==> src/rtl/asp_pkg.sv <==
package asp_pkg;
  parameter int SAMPLE_W = 16;
  parameter int SYNC_STAGES = 2;
  localparam int SLOTS_MAX = 2 * SAMPLE_W;
  localparam int SLOT_W = $clog2(SLOTS_MAX);
endpackage

==> src/rtl/asp_sync.sv <==
module asp_sync #(
  parameter int WIDTH  = 3,
  parameter int STAGES = 2
) (
  input  logic             clk,
  input  logic             rst,
  input  logic [WIDTH-1:0] d,
  output logic [WIDTH-1:0] q,
  output logic [WIDTH-1:0] q_prev
);
  logic [STAGES:0][WIDTH-1:0] chain;

  always_ff @(posedge clk) begin
    if (rst) begin
      chain <= '0;
    end else begin
      chain[0] <= d;
      for (int i = 1; i <= STAGES; i++) chain[i] <= chain[i-1];
    end
  end

  assign q      = chain[STAGES-1];
  assign q_prev = chain[STAGES];
endmodule

==> src/rtl/asp_tx.sv <==
module asp_tx #(
  parameter int W = 16
) (
  input  logic         clk,
  input  logic         rst,
  input  logic         lr_change,
  input  logic         lr_level,
  input  logic         bclk_fall,
  input  logic [W-1:0] word_l,
  input  logic [W-1:0] word_r,
  output logic         sdto
);
  logic [W-1:0] shreg;
  logic [W-1:0] start_word;

  always_comb start_word = lr_level ? word_l : word_r;

  always_ff @(posedge clk) begin
    if (rst) begin
      shreg <= '0;
      sdto  <= 1'b0;
    end else if (lr_change) begin
      shreg <= start_word;
      sdto  <= start_word[W-1];
    end else if (bclk_fall) begin
      shreg <= {shreg[W-2:0], 1'b0};
      sdto  <= shreg[W-2];
    end
  end
endmodule

==> src/rtl/asp_rx.sv <==
module asp_rx #(
  parameter int W = 16
) (
  input  logic         clk,
  input  logic         rst,
  input  logic         mode_64,
  input  logic         lr_change,
  input  logic         lr_level,
  input  logic         bclk_rise,
  input  logic         sdti_bit,
  output logic [W-1:0] out_l,
  output logic [W-1:0] out_r,
  output logic         out_valid
);
  localparam int SW = $clog2(2 * W);

  logic [SW-1:0] slot;
  logic [SW-1:0] last_slot;
  logic [W-1:0]  shreg;
  logic [W-1:0]  left_stage;
  logic [W-1:0]  word_next;

  always_comb begin
    last_slot = mode_64 ? SW'(2 * W - 1) : SW'(W - 1);
    word_next = {shreg[W-2:0], sdti_bit};
  end

  always_ff @(posedge clk) begin
    if (rst) begin
      slot       <= '0;
      shreg      <= '0;
      left_stage <= '0;
      out_l      <= '0;
      out_r      <= '0;
      out_valid  <= 1'b0;
    end else begin
      out_valid <= 1'b0;
      if (lr_change) begin
        slot <= '0;
      end else if (bclk_rise) begin
        shreg <= word_next;
        slot  <= slot + 1'b1;
        if (slot == last_slot) begin
          if (lr_level) begin
            left_stage <= word_next;
          end else begin
            out_l     <= left_stage;
            out_r     <= word_next;
            out_valid <= 1'b1;
          end
        end
      end
    end
  end
endmodule

==> src/rtl/audio_serial_port.sv <==
module audio_serial_port #(
  parameter int SAMPLE_W    = asp_pkg::SAMPLE_W,
  parameter int SYNC_STAGES = asp_pkg::SYNC_STAGES
) (
  input  logic                clk,
  input  logic                rst,
  input  logic                mode_64,
  input  logic                bclk_in,
  input  logic                lrck_in,
  input  logic                sdti_in,
  output logic                sdto_out,
  input  logic [SAMPLE_W-1:0] adc_left,
  input  logic [SAMPLE_W-1:0] adc_right,
  input  logic                adc_load,
  output logic [SAMPLE_W-1:0] dac_left,
  output logic [SAMPLE_W-1:0] dac_right,
  output logic                dac_valid
);
  localparam int NLINES = 3;

  logic [NLINES-1:0] sync_q;
  logic [NLINES-1:0] sync_p;
  logic bclk_rise, bclk_fall, lr_change, lr_level, sdti_bit;
  logic [SAMPLE_W-1:0] hold_l, hold_r;

  asp_sync #(.WIDTH(NLINES), .STAGES(SYNC_STAGES)) u_sync (
    .clk(clk), .rst(rst),
    .d({sdti_in, lrck_in, bclk_in}),
    .q(sync_q), .q_prev(sync_p)
  );

  always_comb begin
    bclk_rise = sync_q[0] & ~sync_p[0];
    bclk_fall = ~sync_q[0] & sync_p[0];
    lr_change = sync_q[1] ^ sync_p[1];
    lr_level  = sync_q[1];
    sdti_bit  = sync_q[2];
  end

  always_ff @(posedge clk) begin
    if (rst) begin
      hold_l <= '0;
      hold_r <= '0;
    end else if (adc_load) begin
      hold_l <= adc_left;
      hold_r <= adc_right;
    end
  end

  asp_tx #(.W(SAMPLE_W)) u_tx (
    .clk(clk), .rst(rst), .lr_change(lr_change), .lr_level(lr_level),
    .bclk_fall(bclk_fall), .word_l(hold_l), .word_r(hold_r), .sdto(sdto_out)
  );

  asp_rx #(.W(SAMPLE_W)) u_rx (
    .clk(clk), .rst(rst), .mode_64(mode_64), .lr_change(lr_change),
    .lr_level(lr_level), .bclk_rise(bclk_rise), .sdti_bit(sdti_bit),
    .out_l(dac_left), .out_r(dac_right), .out_valid(dac_valid)
  );
endmodule

==> config.mk <==
export PLATFORM = sky130hd
export DESIGN_NAME = audio_serial_port
export DESIGN_NICKNAME = d
export VERILOG_FILES = /design/src/rtl/asp_pkg.sv /design/src/rtl/asp_sync.sv /design/src/rtl/asp_tx.sv /design/src/rtl/asp_rx.sv /design/src/rtl/audio_serial_port.sv
export SDC_FILE = /design/constraint.sdc
export NUM_CORES = 1
export LEC_CHECK = 0
export BUFFER_PORTS_ARGS = -buffer_cell sky130_fd_sc_hd__buf_2
export CORE_UTILIZATION = 51
export CTS_CLUSTER_SIZE = 8
export DETAILED_ROUTE_END_ITERATION = 8
export PLACE_DENSITY_LB_ADDON = 0.12
export SLEW_MARGIN = 25
export SYNTH_ARGS = -nofsm -noshare
export SYNTH_HDL_FRONTEND = slang
export SYNTH_SLANG_ARGS = --single-unit
==> constraint.sdc <==
create_clock -name clk -period 2.5 [get_ports clk]
set_input_delay 0.125 -clock clk [delete_from_list [all_inputs] [get_ports clk]]
set_output_delay 0.125 -clock clk [all_outputs]
set_load 0.1 [all_outputs]
==> results.py, run 1 <==
metrics = {
    "synth": {
        "yosysUniqueCellTypes": 30,
        "synth_top_cells_by_area": "dfxtp_1 51%, mux2i_1 20%, nand2b_1 8.4%",
        "yosysTopAreaCell": "dfxtp_1",
        "async_reset_ff_share_pct": 0,
        "synth-edff-count": 0,
        "avgSynthCellArea_um2": 10.1,
        "syn_nets": 527,
        "synth.most_common_cell": "dfxtp_1",
        "synth_cells": 486,
        "yosys_warnings": 0,
        "netlist_area_mm2": 0.00490,
        "synth_seq_cells": 125,
        "ys.flop_type": "dfxtp_1",
        "synth.top_cell.area_share_pct": 51.0,
        "synth_common_cells": "125 x dfxtp_1, 96 x mux2i_1, 66 x nand2b_1, 50 x nor2_1",
        "ys_seq_area_share_pct": 51.0,
    },
    "sta": {
        "fin_tns_setup_ns": 0,
        "slew_headroom_pct": 39.3,
        "finalSetupViolations": 0,
        "timing.final.crit_share_pct": 76.5,
        "max_freq_mhz": 523,
        "slew_violations": 0,
        "grt_setup_unrepaired": "no",
        "tightest_slew_ns": 0.910,
        "fin_hold_ws_ns": 0.333,
        "clock_skew_ns": 0.00585,
        "hold_violations": 0,
        "period_needed_ns": 1.91,
    },
    "worst_hold_path": {
        "holdCritPathClass": "in -> reg",
        "holdPathStages": 3,
        "worstHoldEndpoint": "hold_r[0]",
        "hp-start": "adc_load",
    },
    "global_routing": {
        "grt_max_degree": 101,
        "grt-ovfl-total": 0,
        "grt_pass1_vias": 3694,
        "antenna_found_initial": 0,
        "grtUsageTotal_pct": 20.7,
        "grt_pass1_wl_mm": 16.3,
    },
    "worst_setup_path": {
        "cp_slowest_cell": "or4b_1",
        "end_kind": "flip-flop",
        "cp.required_ns": 2.87,
        "reg2regPathDepth": 6,
        "reg2reg_from": "u_sync.q[1]",
        "critPathMaxStageDelay_ns": 0.46,
        "cp_top_family": "simple AND/OR/NAND/NOR gates",
        "cp-start-kind": "flip-flop",
        "cp_num_buf_inv": 2,
        "r2r_end": "u_rx.left_stage[5]",
        "rrSetupSlack_ns": 0.59,
        "worstPathCellList": "inv_1 > ha_1 > nand2b_1 > or4b_1 > buf_4 > mux2i_1",
        "arrival_ns": 2.29,
        "path_max_fanout": 16,
        "critPathKind": "reg -> reg",
    },
    "clocking": {
        "clock_path_buffers": 2,
        "clock-sinks": 125,
        "cts-buffers-inserted": 17,
        "path_clk_slew_ns": 0.05,
        "postCtsHoldBufs": 55,
        "ctsResizeCount": 0,
        "h-tree-depth": 4,
        "post_cts_buffers": 0,
        "cts_tree": "built",
        "clk_latency_ns": 0.50,
        "cts-root-buf": "clkbuf_8",
    },
    "layout": {
        "fillers": 741,
        "final_util_pct": 69.5,
        "antenna_cells": 0,
        "drive_gt1_share_pct": 18.5,
        "finalNonFillerCells": 746,
        "num-nets-final": 647,
        "area_growth_pct": 31.6,
    },
    "drt": {
        "detail_route.vias_per_cell": 4.89,
        "drc": 0,
        "vias": 3651,
        "wl_per_cell_um": 12.8,
        "firstDrtPassIters": 4,
        "drt_iter0_drc": 71,
        "routed_wirelength_mm": 9.54,
        "antenna_left": 0,
    },
    "floorplan": {
        "rows": 35,
        "start_util_pct": 52.8,
        "die_h_um": 100,
        "core-area_mm2": 0.00928,
        "die_x_um": 100,
        "die-area_mm2": 0.0100,
        "boundaryPins": 73,
    },
    "pwr": {
        "leakage_nw": 2.77,
        "ir_drop_uv": 577,
        "p_total_mw": 4.67,
        "p_per_area_mw_per_mm2": 724,
    },
    "placement": {
        "place_congestion": 0.741,
        "place_hpwl_mm": 5.62,
        "dpl.cell_count": 661,
        "port_buffers": 72,
    },
    "status": {
        "status": "completed",
    },
    "flow_run": {
        "maxCapViolCount": 0,
    },
}
==> layout make-up <==
| cell class | count | area, µm² | area share (%) |
|---|---|---|---|
| clock buffer | 23 | 477 | 7.39 |
| timing repair buffer | 134 | 966 | 15.0 |
| multi-input combinational | 324 | 2240 | 34.8 |
| inverter | 4 | 15.0 | 0.233 |
| sequential | 125 | 2500 | 38.8 |
| clock inverter | 7 | 87.6 | 1.36 |
| tap | 129 | 161 | 2.50 |
==> per-layer routing <==
layer,vias to the layer above,wire (µm),GRT usage [%]
met5,-,0,0
met3,13,362,6.27
met4,0,120,7.13
li1,1872,-,-
met1,1689,4350,23.8
met2,77,4710,36.7
==> cells in the final DEF, fill, tap and decap left out, types with 5 or more instances in the layout <==
master,count
a21oi_1,32
a22o_1,14
buf_2,71
buf_4,8
clkbuf_16,16
clkbuf_8,5
dfxtp_1,125
dlygate4sd3_1,55
mux2i_1,96
nand2_1,33
nand2b_1,66
nor2_1,50
nor2b_1,10
==> where the power goes <==
group	internal [mW]	switching, mW	total [mW]
Combinational	0.169	0.139	0.308
Sequential	2.04	0.0254	2.07
Clock	1.50	0.794	2.30
==> per-stage QoR <==
stage | setup slack, ns | cell area [µm²]
global route | 0.483 | 6450
detailed placement | 0.445 | 5340
CTS | 0.429 | 6450
global placement | 0.526 | 5340
finish | 0.586 | 6450
floorplan | 0.151 | 4900
==> logic make-up after synthesis <==
kind of cell | after synthesis | synth area share (%)
compound gates | 51 | 6.38
simple gates | 171 | 18.3
flops | 125 | 51.0
xor+xnor | 3 | 0.536
fa+ha+maj | 2 | 0.510
mux | 97 | 19.8
buf+inv | 37 | 3.37
==> worst reg2reg max path: stages (launching register included) <==
cell and delay, ns:
dfxtp_1 0.32, inv_1 0.05, ha_1 0.38, nand2b_1 0.18, or4b_1 0.46, buf_4 0.24, mux2i_1 0.16
==> sequential cells by signal (all words and copies together), names as in the netlist <==
name             count
hold_l              16
u_rx.out_valid       1
hold_r              16
u_tx.sdto            1
u_rx.shreg          15
u_rx.out_r          16
u_sync.q             3
u_sync.chain         3
u_rx.left_stage     16
u_sync.q_prev        2
u_rx.out_l          16
u_tx.shreg          15
u_rx.slot            5
==> worst max-delay path by stage <==
stage / start / endpoint / slack [ns] / cells past startpoint
6_report: u_sync.q[1] / u_rx.left_stage[5] / 0.59 / 6
5_1_grt: u_sync.q[1] / u_rx.left_stage[6] / 0.48 / 6
4_1_cts: u_sync.q[1] / u_tx.shreg[13] / 0.43 / 5
3_5_place_dp: u_sync.q[1] / u_tx.shreg[13] / 0.44 / 5
3_3_place_gp: u_sync.q[1] / u_tx.shreg[13] / 0.53 / 5
2_1_floorplan: u_sync.q[1] / u_rx.left_stage[10] / 0.15 / 9
(Power assumes the default switching activity.)
==> run 2, diff against run 1 <==
Settings changed: ABC_AREA set to 1, CORE_UTILIZATION 51 to 57.
Clock period 2.5 ns to 1.8 ns, I/O delays scaled along.
==> run 2 against run 1 <==
  * Via count up 32%
  * Clock power up 51%
  * Register-to-register slack worse by 0.40 ns
  * Synthesized cell count increased by 51%
  * Highest routed layer unchanged
  * Largest power group unchanged
  * Largest cell class unchanged
  * Setup slack worse by 0.40 ns
  * Die area fell by 5.6%
  * Non-clock buffer count down 9
==> results.py, run 2 <==
metrics = {
    "status": {
        "status": "completed",
    },
    "layout": {
        "antenna_cells": 0,
        "area_growth_pct": 27.4,
        "layout_common_cells": "131 x inv_1, 125 x dfxtp_1, 111 x nor2_1, 111 x nand2_1, 89 x o21ai_0",
        "drive_gt1_share_pct": 15.1,
        "num-nets-final": 871,
        "final_common_cell": "inv_1",
    },
    "sta": {
        "max_freq_mhz": 619,
        "fin_tns_setup_ns": 0,
        "fin_hold_ws_ns": 0.0365,
        "tightest_slew_ns": 0.489,
        "finalSetupViolations": 0,
        "grt_setup_unrepaired": "no",
        "timing.final.crit_share_pct": 89.7,
        "hold_violations": 0,
        "slew_violations": 0,
        "slew_headroom_pct": 67.6,
        "period_needed_ns": 1.61,
        "clock_skew_ns": 0.00734,
    },
    "clocking": {
        "post_cts_buffers": 0,
        "clk_latency_ns": 0.51,
        "clock-sinks": 125,
        "clock_path_buffers": 2,
        "cts_tree": "built",
        "cts-buffers-inserted": 17,
        "h-tree-depth": 4,
        "cts-root-buf": "clkbuf_8",
        "path_clk_slew_ns": 0.06,
    },
    "drt": {
        "drc": 0,
        "drt_iter0_drc": 153,
        "vias": 4809,
        "antenna_left": 0,
        "wl_per_cell_um": 12.0,
        "routed_wirelength_mm": 11.4,
        "detail_route.vias_per_cell": 5.06,
        "firstDrtPassIters": 4,
    },
    "worst_setup_path": {
        "critPathKind": "reg -> reg",
        "cp-start-kind": "flip-flop",
        "cp.required_ns": 2.24,
        "cp_num_buf_inv": 3,
        "critPathMaxStageDelay_ns": 0.37,
        "end_kind": "flip-flop",
        "cp_top_family": "compound AO/OA/AOI/OAI gates",
        "path_max_fanout": 30,
        "cp_slowest_cell": "ha_1",
        "arrival_ns": 2.05,
        "worstPathCellList": "inv_1 > ha_1 > inv_1 > buf_4 > a21oi_1 > o21ai_0 > a21oi_1",
    },
    "synth": {
        "netlist_area_mm2": 0.00517,
        "synth.most_common_cell": "inv_1",
        "syn_nets": 773,
        "yosys_warnings": 0,
        "synth_top_cells_by_area": "dfxtp_1 48%, inv_1 9.6%, o21ai_0 8.6%",
        "async_reset_ff_share_pct": 0,
        "synth-edff-count": 0,
        "ys.flop_type": "dfxtp_1",
        "ys_seq_area_share_pct": 48.4,
        "synth_cells": 732,
        "avgSynthCellArea_um2": 7.06,
        "synth_seq_cells": 125,
        "synth_common_cells": "132 x inv_1, 125 x dfxtp_1, 112 x nand2_1, 111 x nor2_1, 89 x o21ai_0",
        "yosysUniqueCellTypes": 22,
        "yosysTopAreaCell": "dfxtp_1",
        "synth.top_cell.area_share_pct": 48.4,
    },
    "floorplan": {
        "die-area_mm2": 0.00945,
        "die_h_um": 97.2,
        "core-area_mm2": 0.00876,
        "boundaryPins": 73,
        "rows": 34,
        "start_util_pct": 59.0,
        "die_x_um": 97.2,
    },
    "pwr": {
        "p_per_area_mw_per_mm2": 1040,
        "leakage_nw": 3.13,
        "ir_drop_uv": 574,
    },
    "global_routing": {
        "grt_max_degree": 64,
        "grt-ovfl-total": 0,
        "grt_pass1_vias": 4565,
        "antenna_found_initial": 0,
        "grtUsageTotal_pct": 25.3,
        "grt_pass1_wl_mm": 19.6,
    },
    "placement": {
        "port_buffers": 72,
        "place_congestion": 0.791,
        "place_hpwl_mm": 6.69,
    },
    "worst_hold_path": {
        "holdCritPathClass": "in -> reg",
    },
    "flow_run": {
        "maxCapViolCount": 0,
    },
}
-- run 2: cell types whose count changed after synthesis, sizes merged, moves of 6 or more --
cell | previous run | this run
inv | 4 | 133
mux2i | 96 | 0
o21ai | 2 | 89
nand2 | 33 | 113
nand2b | 66 | 0
nor2 | 50 | 113
nand4 | 0 | 32
a21oi | 33 | 61
a22o | 14 | 0
nand3 | 2 | 12
nor2b | 10 | 0
buf | 14 | 21
clkbuf | 19 | 25
-- run 2: layer usage --
| metal | track usage (%) | wire length (µm) |
|---|---|---|
| met5 | 0 | 0 |
| met4 | 10.6 | 149 |
| met3 | 5.90 | 466 |
| met2 | 45.9 | 5850 |
| met1 | 28.4 | 4930 |
-- run 2: area by class of cell --
class	instances	area (µm²)
inverter	133	499
clock buffer	21	439
sequential	125	2500
timing repair buffer	125	881
fill	694	2180
tap	108	135
multi-input combinational	428	1960
clock inverter	11	166
-- run 2: logic make-up (layout without fill, tap and decap cells) --
kind of cell	after synthesis	after routing	share of synthesized area (%)
AND/OR/NAND/NOR	275	275	22.7
XOR/XNOR	1	1	0.170
buffers and inverters	179	290	13.7
flip-flops	125	125	48.4
adder cells (fa/ha/maj)	2	2	0.484
AO/OA/AOI/OAI	150	150	14.5
-- run 2: path summary, 6_finish.rpt --
kind         cells after the start  slack [ns]             from            end
max reg2reg                      7        0.19      u_sync.q[1]  u_tx.shreg[1]
min                              3        0.04         adc_load     hold_r[11]
max                              7        0.19      u_sync.q[1]  u_tx.shreg[1]
min reg2reg                      2        0.41  u_sync.chain[0]    u_sync.q[0]
-- run 2: where the power goes --
part           total [mW]  internal (mW)  leakage [nW]  switching (mW)
Combinational       0.481          0.198          1.82           0.283
Clock                3.47           2.28         0.288            1.19
Sequential           2.92           2.87          1.02          0.0478
-- run 2: per-stage QoR --
stage	std cells	setup slack [ns]	utilization (%)	area (µm²)	total power, mW
final	951	0.186	75.1	6590	6.87
after global routing	951	0.0330	75.1	6590	7.12
after CTS	951	0.179	75.1	6580	6.89
after detailed placement	880	0.207	63.7	5580	3.38
after global placement	880	0.266	63.7	5580	3.37
after floorplan	732	0.315	-	5170	3.25
-- run 2: what timing repair did --
| action | 4_1_cts | 5_1_grt |
|---|---|---|
| gates resized for setup | 0 | 2 |
| hold buffers | 39 | 0 |
| endpoints found under the setup margin | 0 | 2 |
| hold endpoints to repair | 41 | 0 |
-- run 2: tightest hold or removal path: cells and delay by family --
family,cells,cell delay (ns)
buf+inv,1,0.19
compound gates,1,0.18
simple gates,1,0.04
